`config.mk`:
```
export PLATFORM = sky130hd
export DESIGN_NAME = otg_oneshot_timer
export DESIGN_NICKNAME = d
export VERILOG_FILES = /design/src/rtl/otg_tmr_pkg.sv /design/src/rtl/otg_tmr_ctl.sv /design/src/rtl/otg_tmr_dp.sv /design/src/rtl/otg_oneshot_timer.sv
export SDC_FILE = /design/constraint.sdc
export NUM_CORES = 1
export LEC_CHECK = 0
export ABC_AREA = 1
export BUFFER_PORTS_ARGS = -buffer_cell sky130_fd_sc_hd__buf_2
export CORE_UTILIZATION = 59
export DETAILED_ROUTE_END_ITERATION = 6
export HOLD_SLACK_MARGIN = 0.03
export PLACE_DENSITY = 0.94
export SYNTH_ARGS = -nofsm -noshare
export SYNTH_HDL_FRONTEND = slang
export SYNTH_SLANG_ARGS = --single-unit
```
`constraint.sdc`:
```
create_clock -name clk -period 3.5 [get_ports clk]
set_clock_uncertainty 0.15 [all_clocks]
set_input_delay 0.7 -clock clk [delete_from_list [all_inputs] [get_ports clk]]
set_output_delay 0.7 -clock clk [all_outputs]
set_load 0.1 [all_outputs]
```
`src/rtl/otg_tmr_pkg.sv`:
```
package otg_tmr_pkg;

  typedef struct packed {
    logic loadShadow;
    logic loadCount;
    logic decCount;
    logic expire;
    logic armed;
  } ctlStrobes_t;

  typedef enum logic {
    ST_IDLE = 1'b0,
    ST_RUN  = 1'b1
  } tmrState_t;

endpackage

```
`src/rtl/otg_tmr_ctl.sv`:
```
module otg_tmr_ctl
  import otg_tmr_pkg::*;
(
  input  logic        clk,
  input  logic        rstN,
  input  logic        regSel,
  input  logic        regWr,
  input  logic        enBit,
  input  logic        tickEn,
  input  logic        cntLastTick,
  output ctlStrobes_t strb,
  output logic        timeoutPulse
);

  tmrState_t state, stateNext;
  logic wrHit, armWr, cancelWr;

  assign wrHit    = regSel & regWr;
  assign armWr    = wrHit & enBit;
  assign cancelWr = wrHit & ~enBit;

  // A write always wins over a tick in the same cycle.
  always_comb begin
    strb            = '0;
    strb.loadShadow = wrHit;
    strb.loadCount  = armWr;
    strb.armed      = (state == ST_RUN);
    if (!wrHit && state == ST_RUN && tickEn) begin
      if (cntLastTick) strb.expire   = 1'b1;
      else             strb.decCount = 1'b1;
    end
  end

  always_comb begin
    stateNext = state;
    if (armWr)            stateNext = ST_RUN;
    else if (cancelWr)    stateNext = ST_IDLE;
    else if (strb.expire) stateNext = ST_IDLE;
  end

  always_ff @(posedge clk) begin
    if (!rstN) begin
      state        <= ST_IDLE;
      timeoutPulse <= 1'b0;
    end else begin
      state        <= stateNext;
      timeoutPulse <= strb.expire;
    end
  end

  // a cancelling write is never followed by a timeout
  a_r5_cancel_no_pulse: assert property (@(posedge clk) disable iff (!rstN)
    cancelWr |=> !timeoutPulse);

  // no timeout unless the timer was running
  a_r3_idle_no_pulse: assert property (@(posedge clk) disable iff (!rstN)
    (state == ST_IDLE) |=> !timeoutPulse);

  // a write in a tick cycle suppresses expiry
  a_r10_write_wins: assert property (@(posedge clk) disable iff (!rstN)
    (wrHit && tickEn) |=> !timeoutPulse);

endmodule

```
`src/rtl/otg_tmr_dp.sv`:
```
module otg_tmr_dp
  import otg_tmr_pkg::*;
#(
  parameter int DATA_W = 32,
  parameter int CNT_W  = 27
) (
  input  logic              clk,
  input  logic              rstN,
  input  logic [DATA_W-1:0] regWrData,
  input  ctlStrobes_t       strb,
  output logic              cntLastTick,
  output logic [DATA_W-1:0] shadowReg
);

  logic [CNT_W-1:0] cnt;

  assign cntLastTick = (cnt <= CNT_W'(1));

  always_ff @(posedge clk) begin
    if (!rstN) begin
      shadowReg <= '0;
    end else if (strb.loadShadow) begin
      shadowReg <= regWrData;
    end else if (strb.expire) begin
      shadowReg <= '0;
    end
  end

  always_ff @(posedge clk) begin
    if (!rstN) begin
      cnt <= '0;
    end else if (strb.loadCount) begin
      cnt <= regWrData[CNT_W-1:0];
    end else if (strb.decCount) begin
      cnt <= cnt - CNT_W'(1);
    end
  end

  // while running, the remaining count never exceeds the loaded count
  a_r7_count_bounded: assert property (@(posedge clk) disable iff (!rstN)
    strb.armed |-> (cnt <= shadowReg[CNT_W-1:0]));

  // readback holds steady during countdown
  a_r2_shadow_stable: assert property (@(posedge clk) disable iff (!rstN)
    (strb.armed && !strb.loadShadow && !strb.expire) |=> $stable(shadowReg));

endmodule

```
`src/rtl/otg_oneshot_timer.sv`:
```
module otg_oneshot_timer
  import otg_tmr_pkg::*;
#(
  parameter int DATA_W = 32,
  parameter int CNT_W  = 27,
  parameter int EN_BIT = 31
) (
  input  logic              clk,
  input  logic              rstN,
  input  logic              regSel,
  input  logic              regWr,
  input  logic [DATA_W-1:0] regWrData,
  output logic [DATA_W-1:0] regRdData,
  input  logic              tickEn,
  output logic              timeoutPulse
);

  ctlStrobes_t strb;
  logic cntLastTick;

  otg_tmr_ctl u_ctl (
    .clk(clk), .rstN(rstN), .regSel(regSel), .regWr(regWr),
    .enBit(regWrData[EN_BIT]), .tickEn(tickEn), .cntLastTick(cntLastTick),
    .strb(strb), .timeoutPulse(timeoutPulse)
  );

  otg_tmr_dp #(.DATA_W(DATA_W), .CNT_W(CNT_W)) u_dp (
    .clk(clk), .rstN(rstN), .regWrData(regWrData), .strb(strb),
    .cntLastTick(cntLastTick), .shadowReg(regRdData)
  );

  // register reads zero while the pulse is out
  a_r6_zero_on_expire: assert property (@(posedge clk) disable iff (!rstN)
    timeoutPulse |-> (regRdData == '0));

  // pulse lasts a single cycle
  a_r6_single_cycle: assert property (@(posedge clk) disable iff (!rstN)
    timeoutPulse |=> !timeoutPulse);

endmodule

```
==> impl_results.md, run 1 <==
* Status: finished clean
* Synth top area share at 0.365
* FF+latch count, synth at 60
* Fillers at approximately 400
* Worst-margin pin slew at 0.894 ns
* Via count at 3841
* Layout cells sized above 1 at 0.192
* Total Neg Setup Slack at 0 ns
* Core box area at 5240 um2
* Post-Syn Instances at 517
* Tot GR Track Use at 0.345
* Final routed DRC violation total at 0
* Starting density of the core at 0.628
* Gr ovfl total at 0
* H-Tree Depth at 3
* Mapped Area at 3290 um2
* Final hold violation count at 0
* Max-slew violation count at 0
* Crit path DAT at 2.40 ns
* Io pins at 70
* Crit-path max FO at 33
* Area grow syn2layout at 16.1%
* CTS hold repair buffers at 0
* Largest net degree at the start of global routing at 34
* Via density at 5.89
* Post-synthesis sequential area ratio at 0.365
* Worst Path Required at 3.63 ns
* Max-Cap Viols at 0
* Commonest non-fill, non-tap cell in the layout: nand2_1
* Ys flop type: dfxtp_1
* Setup Crit Path Kind: in2reg
* Dpl hpwl at ~6600 um
* Hold WS at 0.338 ns
* Num CTS Buffers at 9
* Root Driver: clkbuf_8
* Clock sink count at 60
* Height of the chip at around 77 um
* Average size of a mapped cell at 6.36 um2
* Gate power share at 0.299
* Internal at 1.21 mW
* Seq. cell area at 1200 um2
* P_sw at 0.762 mW
* Die X at 76.7 um
* Setup Buffers After CTS at 0
* Number of global-route vias before repair at between 3000 and 4000
* Max IR drop VDD at 0.360 mV
* Die area at 5880 um2
* Synthesized Nets at around 560
* RSZ-0062 raised after global routing: no
* Clock latency on the worst-skew pair at 0.35 ns
* Switching share of power at 0.386
* Yosys warnings at 0
* Initial antenna violation count at 0
* FFs w/ async S/R, synth at 0
* Crit share post-route at 0.648
* I/O Buffers at 69
* Rel. slew slack at 0.403
* Clock transition at path regs at 0.07 ns
* Commonest non-fill, non-tap cells in the layout: 136 x nand2_1, 86 x nor2_1, 74 x nand3_1
* WL per Instance at around 15 um
* Ant. Diodes at 0
* Clock power share at 0.318
* Area leader, netlist: dfxtp_1
* Multi-input logic area at 1820 um2
* Routed wire length at 9960 um
* Yosys cell types at 25
* Sequential Power Share at 0.383
* Cell row count at 26
* Final worst setup slack at 1.23 ns
* Finished Core Util at 0.729
* Worst setup EP type: flip-flop
* Period minus WS final at 2.27 ns
* Iteration-0 DRC Markers at approximately 540
* Maximum clock insertion buffer count at 2
* P_leak at 1.85 nW
* Global-route wire length before repair at about 16000 um
* EDFF count, synth at 0
* Worst min-delay path class: reg2reg
* Post-Place Setup Slack at 0.939 ns
* CTS tree: yes
* Final net count at 616
* Pwr/cell area at 517 nW/um2
* DR pass1 iterations at 6
* CTS resizes at 0
* Achievable Freq at 0.441 GHz
* Routability-driven placement congestion ratio at between 0.9 and 1
* Final setup fails at 0
* Largest cells by area after synthesis: dfxtp_1 37%, nand2_1 16%, nand3_1 11%
* Worst Setup Start Kind: input port
* Final ANT Viol Nets at 0
==> stage by stage <==
step	power [mW]	instance area, um2	cells
2_1_floorplan	1.21	3290	517
3_3_place_gp	1.32	3630	636
3_5_place_dp	1.34	3630	636
4_1_cts	1.95	3820	652
5_1_grt	2.06	3820	652
6_report	1.97	3820	652
==> final cells by class <==
cell class | instances | area share
Clock buffer | 10 | 0.0334
Tap cell | 70 | 0.0229
Timing Repair Buffer | 75 | 0.106
Sequential cell | 60 | 0.315
Clock inverter | 6 | 0.0167
Multi-Input combinational cell | 402 | 0.478
Inverter | 29 | 0.0288
==> critical path: stages <==
cell and delay, ns:
buf_2 0.08, nand2_1 0.10, buf_4 0.27, inv_1 0.69, nand2_1 0.18, o21ai_0 0.23, nor2_1 0.07, nor2_1 0.07
==> synth_stat cells (all sizes together), types with 2 or more instances <==
| cell type | number |
|---|---|
| o21ai | 20 |
| nand4 | 7 |
| nor2 | 98 |
| buf | 12 |
| inv | 27 |
| clkinv | 2 |
| a21oi | 52 |
| and2 | 2 |
| xor2 | 2 |
| dfxtp | 60 |
| nand2 | 139 |
| or2 | 3 |
| clkbuf | 14 |
| nand3 | 75 |
| ha | 2 |
==> final timing paths <==
check                                  from                             end  slack [ns]  cells past startpoint
max                                  regSel        u_dp.cnt[2]$_SDFFE_PN0P_        1.23                      8
min          u_dp.shadowReg[6]$_SDFFE_PN0P_  u_dp.shadowReg[6]$_SDFFE_PN0P_        0.34                      2
max reg2reg       u_dp.cnt[19]$_SDFFE_PN0P_       u_dp.cnt[26]$_SDFFE_PN0P_        1.24                      9
min reg2reg  u_dp.shadowReg[6]$_SDFFE_PN0P_  u_dp.shadowReg[6]$_SDFFE_PN0P_        0.34                      2
==> state kept, by name (all words and copies together), names as in the netlist <==
| signal | count |
|---|---|
| u_dp.shadowReg | 31 |
| u_dp.cnt | 27 |
| u_ctl.state | 1 |
| u_ctl.timeoutPulse | 1 |
==> power by group through the flow <==
stage	Combinational, mW	Sequential (mW)	Clock [mW]
6_report	0.590	0.755	0.628
5_1_grt	0.643	0.759	0.655
4_1_cts	0.577	0.753	0.622
3_5_place_dp	0.569	0.768	0
3_3_place_gp	0.553	0.766	0
2_1_floorplan	0.333	0.879	0
==> kinds of logic after synthesis <==
| family | Yosys count | share of synthesized area |
|---|---|---|
| AO/OA/AOI/OAI | 72 | 0.110 |
| XOR/XNOR | 3 | 0.00799 |
| adder cells (fa/ha/maj) | 2 | 0.00761 |
| buffers and inverters | 55 | 0.0799 |
| flip-flops | 60 | 0.365 |
| AND/OR/NAND/NOR | 325 | 0.430 |
==> metal layers <==
layer	wire length, um	vias to the layer above	GRT usage	part of all wire
met3	1010	45	0.0679	0.10
met2	4620	276	0.547	0.46
li1	-	1795	-	-
met4	421	0	0.187	0.042
met5	0	-	0	0
met1	3910	1725	0.442	0.39
Note: power is estimated with default switching activity, not from simulation.
==> inputs of run 2 (changes only) <==
Settings changed: CORE_UTILIZATION 59 to 49, PLACE_DENSITY 0.94 to 0.85.
Clock period 3.5 ns to 2 ns, I/O delays scaled along.
==> impl_results.md, run 2 (synthesis results as in run 1) <==
* Status: finished clean
* RSZ-0062 raised after global routing: no
* Max FFs per register at 31
* Worst setup EP type: flip-flop
* Achievable Freq at 0.519 GHz
* Max IR drop VDD at 0.563 mV
* Worst Path Required at 2.09 ns
* Via count at 3781
* Setup Crit Path Kind: reg2reg
* Routability-driven placement congestion ratio at 0.978
* Final worst setup slack at 0.0746 ns
* Register-to-Register Path Depth at 8
* Crit path DAT at approximately 2 ns
* Worst reg2reg endpoint: u_dp.cnt[16]$_SDFFE_PN0P_
* Final ANT Viol Nets at 0
* Dpl hpwl at 6660 um
* Root Driver: clkbuf_8
* Worst Setup SP: u_dp.cnt[15]$_SDFFE_PN0P_
* Clock transition at path regs at roughly 0.08 ns
* Period minus WS final at 1.93 ns
* Iteration-0 DRC Markers at 392
* DR pass1 iterations at 5
* Height of the chip at roughly 84 um
* P_leak at approximately 1.9 nW
* Max-Cap Viols at 0
* I/O Buffers at 69
* Area grow syn2layout at 19.1%
* Num CTS Buffers at 9
* H-Tree Depth at 3
* Die area at 7040 um2
* Cell row count at 29
* Max-slew violation count at 0
* Die X at 83.9 um
* Crit share post-route at 0.963
* Top flop regs: u_dp.shadowReg x31, u_dp.cnt x27
* Number of global-route vias before repair at 3353
* Final hold violation count at 0
* Commonest non-fill, non-tap cells in the layout: 135 x nand2_1, 84 x nor2_1, 74 x nand3_1
* Starting density of the core at 0.512
* Post-Place Cell Area at 3700 um2
* Reg2reg setup slack at about 0.075 ns
* Top Usage Layer GRT: met2
* Rel. slew slack at 0.676
* Commonest non-fill, non-tap cell in the layout: nand2_1
* Largest net degree at the start of global routing at 34
* Total Neg Setup Slack at 0 ns
* Clock sink count at 60
* Routed wire length at 9590 um
* Final routed DRC violation total at 0
* Setup Buffers After CTS at 0
* Fillers at 549
* Core box area at about 6400 um2
* Final setup fails at 0
* Post-Place Setup Slack at 0.0341 ns
* CTS tree: yes
* GR Layer Usage met3 at 0.0544
* Gr ovfl total at 0
* Via density at 5.69
* WL per Instance at 14.4 um
* Io pins at 70
* Pwr/cell area at 888 nW/um2
* Ant. Diodes at 0
* R2r startpoint: u_dp.cnt[15]$_SDFFE_PN0P_
* Worst-margin pin slew at 0.486 ns
* Met1 usage at 0.362
* Post-route cell area at 3920 um2
* Tot GR Track Use at 0.272
* Grt met2 use at 0.421
* Crit-path max FO at 17
* Final net count at 622
* Initial antenna violation count at 0
* Critical path endpoint: u_dp.cnt[16]$_SDFFE_PN0P_
* Worst min-delay path class: in2reg
* Worst Setup Start Kind: flip-flop
* Top reg by flops: u_dp.shadowReg
* Maximum clock insertion buffer count at 2
* Global-route wire length before repair at 15500 um
* Power consumption at 3.48 mW
* Layout cells sized above 1 at 0.207
* Clock latency on the worst-skew pair at 0.35 ns
==> run 2: stage by stage <==
stage | instances | util | hold WS, ns
4_1_cts | 665 | 0.607 | 0.152
2_1_floorplan | 517 | - | 0.320
3_5_place_dp | 649 | 0.577 | 0.317
5_1_grt | 665 | 0.610 | 0.161
6_report | 665 | 0.610 | 0.152
3_3_place_gp | 649 | 0.577 | 0.312
==> run 2: worst min path at each step <==
stage                                               start                              end  cells after the start
final                                       regWrData[27]  u_dp.shadowReg[27]$_SDFFE_PN0P_                      3
after global routing                        regWrData[30]  u_dp.shadowReg[30]$_SDFFE_PN0P_                      3
after floorplan                 u_dp.cnt[16]$_SDFFE_PN0P_        u_dp.cnt[16]$_SDFFE_PN0P_                      2
after global placement     u_dp.shadowReg[4]$_SDFFE_PN0P_   u_dp.shadowReg[4]$_SDFFE_PN0P_                      2
after detailed placement  u_dp.shadowReg[16]$_SDFFE_PN0P_  u_dp.shadowReg[16]$_SDFFE_PN0P_                      2
after CTS                                   regWrData[27]  u_dp.shadowReg[27]$_SDFFE_PN0P_                      3
==> run 2: timing repair <==
action,in CTS,in global routing
hold buffers,0,0
resized for setup,0,6
setup endpoints to repair,0,51
==> run 2: where the power goes <==
part / total [mW] / internal, mW / switching, mW
Combinational: 1.06 / 0.302 / 0.758
Clock: 1.10 / 0.575 / 0.523
Sequential: 1.32 / 1.26 / 0.0602
Total: 3.48 / 2.14 / 1.34
==> run 2: area by class of cell <==
cell class	instances	area [um2]	share of cell area
well taps	77	96.3	0.0246
repair buffers	81	473	0.121
clock inverters	6	65.1	0.0166
multi-input cells	402	1840	0.471
inverters	29	110	0.0281
clock buffers	10	128	0.0326
flip-flops and latches	60	1200	0.307
==> run 2: critical path, stage by stage (launching register included) <==
cell and delay [ns]:
dfxtp_1 0.37, nor2_1 0.18, nand2_1 0.13, nor2_2 0.20, nand4_2 0.18, nand3_4 0.15
nand2_4 0.17, clkinv_2 0.19, a21oi_1 0.10
==> run 2: layer usage <==
metal	up-vias	share of wire
li1	1808	-
met2	223	0.45
met3	42	0.089
met1	1708	0.42
met4	0	0.035
met5	-	0
==> inputs of run 3 (changes only) <==
Settings changed: GPL_ROUTABILITY_DRIVEN set to 1, RECOVER_POWER set to 50.
==> impl_results.md, run 3 (synthesis results as in run 1) <==
* Hold path startpoint: regWrData[27]
* P_sw at 1.34 mW
* Die area at between 7000 and 8000 um2
* Die X at 83.9 um
* Crit-path max FO at 17
* Height of the chip at 83.9 um
* Clock latency on the worst-skew pair at roughly 0.34 ns
* WL per Instance at 14.4 um
* CTS hold repair buffers at 0
* Crit share post-route at 0.962
* Number of global-route vias before repair at 3353
* Top reg by flops: u_dp.shadowReg
* Layout cells sized above 1 at 0.207
* Top flop regs: u_dp.shadowReg x31, u_dp.cnt x27
* Clock power share at 0.315
* Max-Cap Viols at 0
* Tot GR Track Use at 0.272
* Final setup fails at 0
* I/O Buffers at between 60 and 70
* Cell row count at 29
* Worst Path Required at 2.08 ns
* Crit path DAT at roughly 2.0 ns
* Switching share of power at 0.385
* Setup Buffers After CTS at 0
* DR pass1 iterations at 5
* Final hold violation count at 0
* Max-slew violation count at 0
* Via count at 3732
* Final ANT Viol Nets at 0
* Dpl hpwl at 6660 um
* Gate power share at 0.304
* Final net count at approximately 620
* Initial antenna violation count at 0
* H-Tree Depth at 3
* Worst min-delay path class: in2reg
* R2r startpoint: u_dp.cnt[15]$_SDFFE_PN0P_
* P_leak at 1.87 nW
* Period minus WS final at 1.92 ns
* Starting density of the core at 0.512
* Core box area at 6420 um2
* Worst-margin pin slew at 0.553 ns
* Largest net degree at the start of global routing at 34
* Sequential Power Share at 0.380
* Gr ovfl total at 0
* Area grow syn2layout at 19.1%
* Io pins at 70
* Root Driver: clkbuf_8
* Status: finished clean
* Maximum clock insertion buffer count at 2
* Clock sink count at 60
* Commonest non-fill, non-tap cells in the layout: 135 x nand2_1, 84 x nor2_1, 74 x nand3_1
* Rel. slew slack at 0.633
* Achievable Freq at roughly 0.52 GHz
* RSZ-0062 raised after global routing: no
* Iteration-0 DRC Markers at 447
* Clock transition at path regs at around 0.07 ns
* Commonest non-fill, non-tap cell in the layout: nand2_1
* Routed wire length at 9550 um
* Power consumption at 3.47 mW
* Setup Crit Path Kind: reg2reg
* Ant. Diodes at 0
* Pwr/cell area at 887 nW/um2
* Max FFs per register at 31
* Worst setup EP type: flip-flop
* Max IR drop VDD at about 0.56 mV
* Global-route wire length before repair at 15500 um
* Internal at 2.14 mW
* Num CTS Buffers at 9
* Final routed DRC violation total at 0
* CTS tree: yes
* CTS resizes at 0
* Fillers at 549
* Via density at 5.61
* Total Neg Setup Slack at 0 ns
* Worst Setup Start Kind: flip-flop
* Worst Setup SP: u_dp.cnt[15]$_SDFFE_PN0P_
* Routability-driven placement congestion ratio at between 0.9 and 1
-- run 3: cell count changes in the layout (fill, tap and decap cells not counted) --
cell | previous run | this run
buf_2 | 69 | 36
clkbuf_2 | 0 | 33
-- run 3: cell type report --
| cell class | count | area (um2) | share of cell area |
|---|---|---|---|
| clock inverters | 6 | 65.1 | 0.0166 |
| well taps | 77 | 96.3 | 0.0246 |
| repair buffers | 81 | 473 | 0.121 |
| clock buffers | 10 | 128 | 0.0326 |
| flip-flops and latches | 60 | 1200 | 0.307 |
| inverters | 29 | 110 | 0.0281 |
| multi-input cells | 402 | 1840 | 0.471 |
-- run 3: stage by stage --
stage | setup slack [ns] | hold slack, ns | instance area [um2] | util | std cells
finish | 0.0766 | 0.152 | 3920 | 0.610 | 665
global route | 0.000862 | 0.161 | 3920 | 0.610 | 665
CTS | 0.0597 | 0.152 | 3900 | 0.607 | 665
detailed placement | 0.0341 | 0.317 | 3700 | 0.577 | 649
global placement | 0.0928 | 0.312 | 3700 | 0.577 | 649
floorplan | 0.325 | 0.320 | 3290 | - | 517
-- run 3: metal layers --
metal,track usage,vias to the layer above,part of all wire
met3,0.0544,31,0.087
met5,0,-,0
li1,-,1808,-
met4,0.130,0,0.034
met1,0.362,1700,0.42
met2,0.421,193,0.46
-- run 3: worst max-delay path, cell delays in order, from the launching register on --
cell      delay [ns]
dfxtp_1         0.37
nor2_1          0.18
nand2_1         0.12
nor2_2          0.20
nand4_2         0.18
nand3_4         0.15
nand2_4         0.17
clkinv_2        0.19
a21oi_1         0.10
-- run 3: power groups by stage --
stage | sequential [mW] | clock, mW | combinational (mW)
floorplan | 1.54 | 0 | 0.583
global placement | 1.34 | 0 | 0.998
detailed placement | 1.34 | 0 | 1.02
CTS | 1.32 | 1.09 | 1.03
global route | 1.33 | 1.14 | 1.16
finish | 1.32 | 1.09 | 1.06
-- run 3: worst paths after layout --
path / endpoint / slack [ns] / cells after the start
setup / recovery: u_dp.cnt[16]$_SDFFE_PN0P_ / 0.08 / 8
hold reg to reg: u_dp.shadowReg[19]$_SDFFE_PN0P_ / 0.33 / 2
hold / removal: u_dp.shadowReg[27]$_SDFFE_PN0P_ / 0.15 / 3
setup reg to reg: u_dp.cnt[16]$_SDFFE_PN0P_ / 0.08 / 8
